$ cat src/rtl/ucc_pkg.sv
package ucc_pkg;
  typedef enum logic [1:0] {SC_IDLE, SC_UP, SC_DN} sc_mode_t;

  localparam logic [3:0] OP_CLEAR  = 4'd0;
  localparam logic [3:0] OP_SAMPLE = 4'd1;
  localparam logic [3:0] OP_READ   = 4'd2;
  localparam logic [3:0] OP_LOAD   = 4'd3;
  localparam logic [3:0] OP_SC_DN  = 4'd4;
  localparam logic [3:0] OP_SC_UP  = 4'd7;

  localparam int NUM_SLOTS = 6;
endpackage

$ cat src/rtl/ucc_sync_edge.sv
module ucc_sync_edge #(
  parameter int STAGES = 2
) (
  input  logic clk,
  input  logic rst,
  input  logic din,
  output logic rise
);
  logic [STAGES:0] sh;

  always_ff @(posedge clk) begin
    if (rst) sh <= '0;
    else     sh <= {sh[STAGES-1:0], din};
  end

  assign rise = sh[STAGES-1] & ~sh[STAGES];
endmodule

$ cat src/rtl/ucc_cmd_decode.sv
module ucc_cmd_decode
  import ucc_pkg::*;
#(
  parameter logic [2:0] MY_ADDR = 3'd0
) (
  input  logic       cmd_valid,
  input  logic       cmd_bcast,
  input  logic [2:0] cmd_addr,
  input  logic [3:0] cmd_code,
  output logic       do_clear,
  output logic       do_sample,
  output logic       do_read,
  output logic       do_arm,
  output logic       do_up,
  output logic       do_dn
);
  logic mine, every;

  always_comb begin
    mine  = cmd_valid && !cmd_bcast && (cmd_addr == MY_ADDR) && (int'(MY_ADDR) < NUM_SLOTS);
    every = cmd_valid && cmd_bcast;
    do_clear  = (mine || every) && (cmd_code == OP_CLEAR);
    do_sample = (mine || every) && (cmd_code == OP_SAMPLE);
    do_read   = mine && (cmd_code == OP_READ);
    do_arm    = mine && (cmd_code == OP_LOAD);
    do_dn     = mine && (cmd_code == OP_SC_DN);
    do_up     = mine && (cmd_code == OP_SC_UP);
  end
endmodule

$ cat src/rtl/ucc_count_core.sv
module ucc_count_core
  import ucc_pkg::*;
#(
  parameter int CNT_W    = 28,
  parameter int PRESET   = 160,
  parameter int TICK_DIV = 4
) (
  input  logic             clk,
  input  logic             rst,
  input  logic             clr,
  input  logic             go_up,
  input  logic             go_dn,
  input  logic             up_ev,
  input  logic             dn_ev,
  output logic [CNT_W-1:0] count,
  output logic             ovfl,
  output logic             step
);
  localparam int TW = (TICK_DIV > 1) ? $clog2(TICK_DIV) : 1;
  localparam logic [TW-1:0]    TLAST = TW'(TICK_DIV - 1);
  localparam logic [CNT_W-1:0] MAXV  = {1'b0, {(CNT_W-1){1'b1}}};
  localparam logic [CNT_W-1:0] MINV  = {1'b1, {(CNT_W-1){1'b0}}};
  localparam logic [CNT_W-1:0] PVAL  = CNT_W'(PRESET);

  sc_mode_t     mode;
  logic [TW-1:0] tick;
  logic tick_hit, inc, dec, wrap;

  always_comb begin
    tick_hit = (mode != SC_IDLE) && (tick == TLAST);
    inc  = (mode == SC_UP && tick_hit) || (mode == SC_IDLE && up_ev && !dn_ev);
    dec  = (mode == SC_DN && tick_hit) || (mode == SC_IDLE && dn_ev && !up_ev);
    wrap = (inc && count == MAXV) || (dec && count == MINV);
    step = inc || dec;
  end

  always_ff @(posedge clk) begin
    if (rst || clr) begin
      count <= PVAL;
      mode  <= SC_IDLE;
      tick  <= '0;
      ovfl  <= 1'b0;
    end else begin
      if (inc)      count <= count + 1'b1;
      else if (dec) count <= count - 1'b1;
      if (wrap) ovfl <= 1'b1;
      if (go_up)      mode <= SC_UP;
      else if (go_dn) mode <= SC_DN;
      else if (wrap && mode != SC_IDLE) mode <= SC_IDLE;
      if (mode == SC_IDLE || go_up || go_dn) tick <= '0;
      else if (tick == TLAST)                tick <= '0;
      else                                   tick <= tick + 1'b1;
    end
  end

  a_r10_cancel: assert property (@(posedge clk) disable iff (rst)
    (mode == SC_IDLE && up_ev && dn_ev && !clr) |=> $stable(count));
  a_r6_hold_between_ticks: assert property (@(posedge clk) disable iff (rst)
    (mode != SC_IDLE && tick != TLAST && !clr) |=> $stable(count));
  a_r8_sticky_wrap: assert property (@(posedge clk) disable iff (rst)
    (ovfl && !clr) |=> ovfl);
  a_r2_clear_preset: assert property (@(posedge clk) disable iff (rst)
    clr |=> (count == PVAL && !ovfl && mode == SC_IDLE));
endmodule

$ cat src/rtl/updn_cmd_comparator.sv
module updn_cmd_comparator
  import ucc_pkg::*;
#(
  parameter int         CNT_W       = 28,
  parameter int         TOL_W       = 4,
  parameter int         PRESET      = 160,
  parameter int         TICK_DIV    = 4,
  parameter int         SYNC_STAGES = 2,
  parameter logic [2:0] MY_ADDR     = 3'd0,
  parameter logic [3:0] DP_COARSE   = 4'd1,
  parameter logic [3:0] DP_FINE     = 4'd2
) (
  input  logic             clk,
  input  logic             rst,
  input  logic             up_in,
  input  logic             dn_in,
  input  logic             cmd_valid,
  input  logic             cmd_bcast,
  input  logic [2:0]       cmd_addr,
  input  logic [3:0]       cmd_code,
  input  logic             dav,
  input  logic [CNT_W-1:0] dest_in,
  input  logic [TOL_W-1:0] tol_in,
  input  logic             res_sel,
  output logic [CNT_W-1:0] rd_count,
  output logic             rd_ovfl,
  output logic             rd_fine,
  output logic [3:0]       rd_dp,
  output logic             data_valid,
  output logic             diff_out
);
  localparam int DW = CNT_W + 1;

  logic up_ev, dn_ev;
  logic do_clear, do_sample, do_read, do_arm, do_up, do_dn;
  logic [CNT_W-1:0] count, snap, dest;
  logic [TOL_W-1:0] tol;
  logic ovfl, step;
  logic smp_pend, rd_pend, armed, dest_valid, dav_q;
  logic signed [DW-1:0] delta;
  logic [DW-1:0] mag;
  logic outside;

  ucc_sync_edge #(.STAGES(SYNC_STAGES)) u_up_sync (
    .clk(clk), .rst(rst), .din(up_in), .rise(up_ev));
  ucc_sync_edge #(.STAGES(SYNC_STAGES)) u_dn_sync (
    .clk(clk), .rst(rst), .din(dn_in), .rise(dn_ev));

  ucc_cmd_decode #(.MY_ADDR(MY_ADDR)) u_dec (
    .cmd_valid(cmd_valid), .cmd_bcast(cmd_bcast), .cmd_addr(cmd_addr),
    .cmd_code(cmd_code), .do_clear(do_clear), .do_sample(do_sample),
    .do_read(do_read), .do_arm(do_arm), .do_up(do_up), .do_dn(do_dn));

  ucc_count_core #(.CNT_W(CNT_W), .PRESET(PRESET), .TICK_DIV(TICK_DIV)) u_core (
    .clk(clk), .rst(rst), .clr(do_clear), .go_up(do_up), .go_dn(do_dn),
    .up_ev(up_ev), .dn_ev(dn_ev), .count(count), .ovfl(ovfl), .step(step));

  always_comb begin
    delta   = $signed({count[CNT_W-1], count}) - $signed({dest[CNT_W-1], dest});
    mag     = delta[DW-1] ? DW'(-delta) : DW'(delta);
    outside = mag > DW'(tol);
  end

  always_ff @(posedge clk) begin
    if (rst) begin
      smp_pend   <= 1'b0;
      rd_pend    <= 1'b0;
      snap       <= '0;
      rd_count   <= '0;
      rd_ovfl    <= 1'b0;
      rd_fine    <= 1'b0;
      rd_dp      <= '0;
      data_valid <= 1'b0;
      armed      <= 1'b0;
      dest_valid <= 1'b0;
      dest       <= '0;
      tol        <= '0;
      dav_q      <= 1'b0;
      diff_out   <= 1'b0;
    end else begin
      dav_q <= dav;
      if (smp_pend && !step) begin
        snap     <= count;
        smp_pend <= 1'b0;
      end
      if (do_sample) smp_pend <= 1'b1;

      data_valid <= 1'b0;
      if (rd_pend && !smp_pend) begin
        rd_count   <= snap;
        rd_ovfl    <= ovfl;
        rd_fine    <= res_sel;
        rd_dp      <= res_sel ? DP_FINE : DP_COARSE;
        data_valid <= 1'b1;
        rd_pend    <= 1'b0;
      end
      if (do_read) rd_pend <= 1'b1;

      if (armed && dav && !dav_q) begin
        dest       <= dest_in;
        tol        <= tol_in;
        dest_valid <= 1'b1;
        armed      <= 1'b0;
      end
      if (do_arm)   armed      <= 1'b1;
      if (do_clear) dest_valid <= 1'b0;

      diff_out <= dest_valid && outside;
    end
  end

  a_r4_buffer_steady: assert property (@(posedge clk) disable iff (rst)
    data_valid |-> $stable(snap));
  a_r9_null_until_loaded: assert property (@(posedge clk) disable iff (rst)
    !dest_valid |=> !diff_out);
  a_r3_no_capture_on_step: assert property (@(posedge clk) disable iff (rst)
    (smp_pend && step) |=> smp_pend);
endmodule

$ cat config.mk
export PLATFORM = sky130hd
export DESIGN_NAME = updn_cmd_comparator
export DESIGN_NICKNAME = d
export VERILOG_FILES = /design/src/rtl/ucc_pkg.sv /design/src/rtl/ucc_sync_edge.sv /design/src/rtl/ucc_cmd_decode.sv /design/src/rtl/ucc_count_core.sv /design/src/rtl/updn_cmd_comparator.sv
export SDC_FILE = /design/constraint.sdc
export NUM_CORES = 1
export LEC_CHECK = 0
export ABC_AREA = 0
export CAP_MARGIN = 20
export CELL_PAD_IN_SITES_DETAIL_PLACEMENT = 1
export CELL_PAD_IN_SITES_GLOBAL_PLACEMENT = 2
export CORE_MARGIN = 2
export CORE_UTILIZATION = 31
export CTS_BUF_LIST = sky130_fd_sc_hd__clkbuf_16
export CTS_CLUSTER_DIAMETER = 50
export DETAILED_ROUTE_END_ITERATION = 8
export GPL_TIMING_DRIVEN = 0
export PLACE_DENSITY_LB_ADDON = 0.1
export SLEW_MARGIN = 30
export SYNTH_ARGS = -nofsm -noshare
export SYNTH_HDL_FRONTEND = slang
export SYNTH_SLANG_ARGS = --single-unit
$ cat constraint.sdc
create_clock -name clk -period 4.1 [get_ports clk]
set_input_delay 1.025 -clock clk [delete_from_list [all_inputs] [get_ports clk]]
set_output_delay 1.025 -clock clk [all_outputs]
set_load 0.05 [all_outputs]
==> flow_metrics.py <==
metrics = {
    "timing": {
        "relSlewSlack_pct": 32.1,
        "final_hold_viol_count": 0,
        "fin_crit_sh_pct": 103,
        "skew_ns": 0.0291,
        "worst_pin_slew_ns": 1.01,
        "setup_viol": 2,
        "setup_ws_ns": -0.121,
        "drv_slew": 0,
        "hold_slack_ns": 0.429,
        "fmax_ghz": 0.237,
        "rsz0062_at_grt": "yes",
        "period_needed_ns": 4.22,
    },
    "floorplanning": {
        "die_x_um": 174,
        "io_pins": 83,
        "rows": 62,
        "die_h_um": 174,
        "start_util_pct": 31.3,
        "coreArea_mm2": 0.0285,
        "dieArea_mm2": 0.0301,
    },
    "detailed_routing": {
        "drtPass1Iterations": 4,
        "via_per_inst": 5.18,
        "drcViolationCount": 0,
        "dr_total_vias": 8861,
        "routed_wl_um": 31200,
        "drt.antenna.violating_nets": 0,
        "drt_iter0_drc": 400,
        "wire_per_inst_um": 18.2,
    },
    "logic_synthesis": {
        "synth_flop_cell": "dfxtp_1",
        "avgSynthCellArea_um2": 7.50,
        "synth_area_leader_cell": "dfxtp_1",
        "syn_inst": 1188,
        "synthArstFlopShare_pct": 0,
        "seq_area_frac_synth_pct": 30.8,
        "ys_seq_elements": 137,
        "synth_area_mm2": 0.00891,
        "synth_top_cell_area_share_pct": 30.8,
        "synth_area_leaders": "dfxtp_1 (31%), nand2_1 (11%), a21oi_1 (9.2%), ha_1 (8.4%), nor2_1 (3.5%)",
        "yosysWarningCount": 0,
        "synth-edff-count": 0,
        "ys_types": 91,
    },
    "cells_and_area": {
        "antenna_cells": 0,
        "area.growth.synth_to_final_pct": 28.3,
        "fin_nets": 1423,
        "fillers": 3506,
        "fin_area_mm2": 0.0114,
        "postLayoutCoreUtil_pct": 40.2,
        "drive_above_1_share_pct": 13.3,
    },
    "global_routing": {
        "grt.total_usage_pct": 20.9,
        "antenna_found_initial": 0,
        "grt_pass1_vias": 8886,
        "grt_max_degree": 18,
        "grt_pass1_wl_um": 49600,
        "overflow": 0,
    },
    "clocking": {
        "root_buffer": "clkbuf_16",
        "clk_latency_ns": 0.44,
        "max-clock-path-buffers": 2,
        "clk_pin_slew_ns": 0.09,
        "clkSinkCount": 137,
        "holdBufCountCts": 0,
        "cts_buffers": 17,
        "cts_tree": "done",
        "h-tree-depth": 4,
    },
    "worst_hold_path": {
        "worstHoldPathType": "flop to flop",
        "hold_start": "u_core.tick[0]",
    },
    "worst_setup_path": {
        "crit_fanout": 7,
        "cp.required_ns": 4.41,
        "r2r-start": "u_core.count[7]",
        "cp-end-kind": "flop",
        "startpoint_type": "flop",
        "cp.arrival_ns": 4.53,
        "critPathKind": "flop to flop",
        "startpoint": "u_core.count[7]",
    },
    "placed_design": {
        "dpl.hpwl_um": 23500,
        "pre_cts_ws_ns": -1.15,
        "gp_congestion": 0.800,
        "dpl_cell_area_mm2": 0.0103,
        "portBuffers": 80,
    },
    "power_and_ir_drop": {
        "p_sw_share_pct": 42.5,
        "switchingPower_w": 0.00252,
        "sequentialPowerShare_pct": 24.9,
        "p_total_w": 0.00594,
        "cell_internal_pwr_w": 0.00342,
        "p_leak_nw": 4.12,
        "comb_power_share_pct": 48.1,
        "power.density_mw_per_mm2": 520,
        "p_clk_share_pct": 26.9,
        "peakVddDrop_mv": 0.204,
    },
    "outcome": {
        "status": "complete, but fails checks",
        "failed_checks": "setup timing",
    },
    "job": {
        "drv_cap": 0,
    },
}
## layout make-up
cell class / count / area, µm² / area share [%]
sequential: 137 / 2790 / 24.4
inverter: 49 / 193 / 1.69
timing repair buffer: 107 / 1040 / 9.07
clock buffer: 17 / 425 / 3.72
timing repair inverter: 1 / 5.00 / 0.0438
multi-input combinational: 947 / 6080 / 53.2
clock inverter: 15 / 171 / 1.50
tap: 384 / 480 / 4.20
buffer: 54 / 245 / 2.14
## worst max-delay path: stages, from the launching register on
cell and delay, ns:
dfxtp_2 0.48, ha_4 0.27, a221o_1 0.36, nor3_2 0.15, a211o_1 0.24, a21o_1 0.20
a31oi_4 0.10, a221o_2 0.41, buf_6 0.15, buf_4 0.16, nor2_1 0.13, xor2_1 0.18
ha_1 0.27, a21oi_1 0.16, a41oi_1 0.07, nor2_1 0.12, o211a_1 0.15, nand4_1 0.17
nor4_4 0.20, a41oi_1 0.14
## stage by stage
step	cells	setup TNS, ns
6_report	1711	-0.163
5_1_grt	1711	-0.631
4_1_cts	1706	-0.311
3_5_place_dp	1653	-8.64
3_3_place_gp	1653	-8.94
2_1_floorplan	1189	-0.103
## registers in the layout, indices dropped and copies added (netlist names), 2 cells and up
signal / cells
u_core.tick: 2
rd_count: 28
u_dn_sync.sh: 3
snap: 28
u_core.mode: 2
u_core.count: 28
dest: 28
u_up_sync.sh: 3
tol: 4
## power groups by stage
stage               Sequential (W)  Combinational (W)  Clock, W
floorplan                  0.00145            0.00198         0
global placement           0.00151            0.00255         0
detailed placement         0.00151            0.00257         0
CTS                        0.00148            0.00276   0.00164
global route               0.00149            0.00315   0.00171
finish                     0.00148            0.00286   0.00160
## layer usage
metal,vias up,wire length (µm),share of wire (%),track usage (%)
met5,-,0,0,0
met4,0,400,1.3,5.44
met3,18,796,2.6,2.89
met2,98,14500,46,34.1
met1,4303,15500,50,28.9
li1,4442,-,-,-
## logic make-up after synthesis
group                      after synthesis  share of synthesized area (%)
other                                    1                         0.0421
DFF                                    137                           30.8
xor gates and xnor gates                47                           4.62
and+or+nand+nor                        496                           25.7
muxes                                    4                          0.463
buffers and inverters                  105                           4.80
adders and majority gates               62                           8.88
AOI/OAI and AO/OA                      336                           24.7
## synth_stat cells, types with 6 or more instances
cell type  number
nand2_1       260
a21oi_1       163
dfxtp_1       137
nor2_1         84
ha_1           60
inv_1          49
clkbuf_1       43
xnor2_1        27
o21ai_0        25
a21o_1         22
nor2b_1        22
xor2_1         20
nor3_1         18
nand3_1        17
nor4_1         17
o21a_1         17
nand4_1        13
a211oi_1       10
nand2b_1        9
a31oi_1         8
and2_1          8
a211o_1         7
and3_1          7
or2_2           7
o211ai_1        6
o21ai_1         6
or3_1           6
## path summary, 6_finish.rpt
check,to,slack (ns),cells past startpoint
setup reg to reg,diff_out,-0.12,19
hold / removal,u_core.tick[0],0.43,1
setup / recovery,diff_out,-0.12,19
hold reg to reg,u_core.tick[0],0.43,1
## placed cells by master (no fill, tap or decap), types with 7 or more instances in the layout
cell and n:
a21oi_1 158, xor2_1 20, nor4_1 15, inv_8 8, clkdlybuf4s50_1 80, or2_2 7
nand4_1 13, a211oi_1 8, o21ai_0 19, nor2_1 79, nand2_1 260, nand2b_1 8
nand3_1 17, xnor2_1 26, nor2b_1 20, a21o_1 22, nor3_1 17, clkbuf_16 18
clkbuf_1 39, o21a_1 17, inv_1 45, dfxtp_4 10, ha_1 51, dfxtp_1 117
and2_1 8, a211o_1 7, ha_4 7, dfxtp_2 10, buf_4 29
## timing repair
item / 4_1_cts / 5_1_grt
pin swaps: 18 / 9
gates resized for setup: 56 / 38
hold endpoints to repair: 0 / 0
cloned: 1 / 1
endpoints found under the setup margin: 17 / 6
buffers inserted: 21 / 5
No activity file was read; power rests on OpenSTA's default activity.
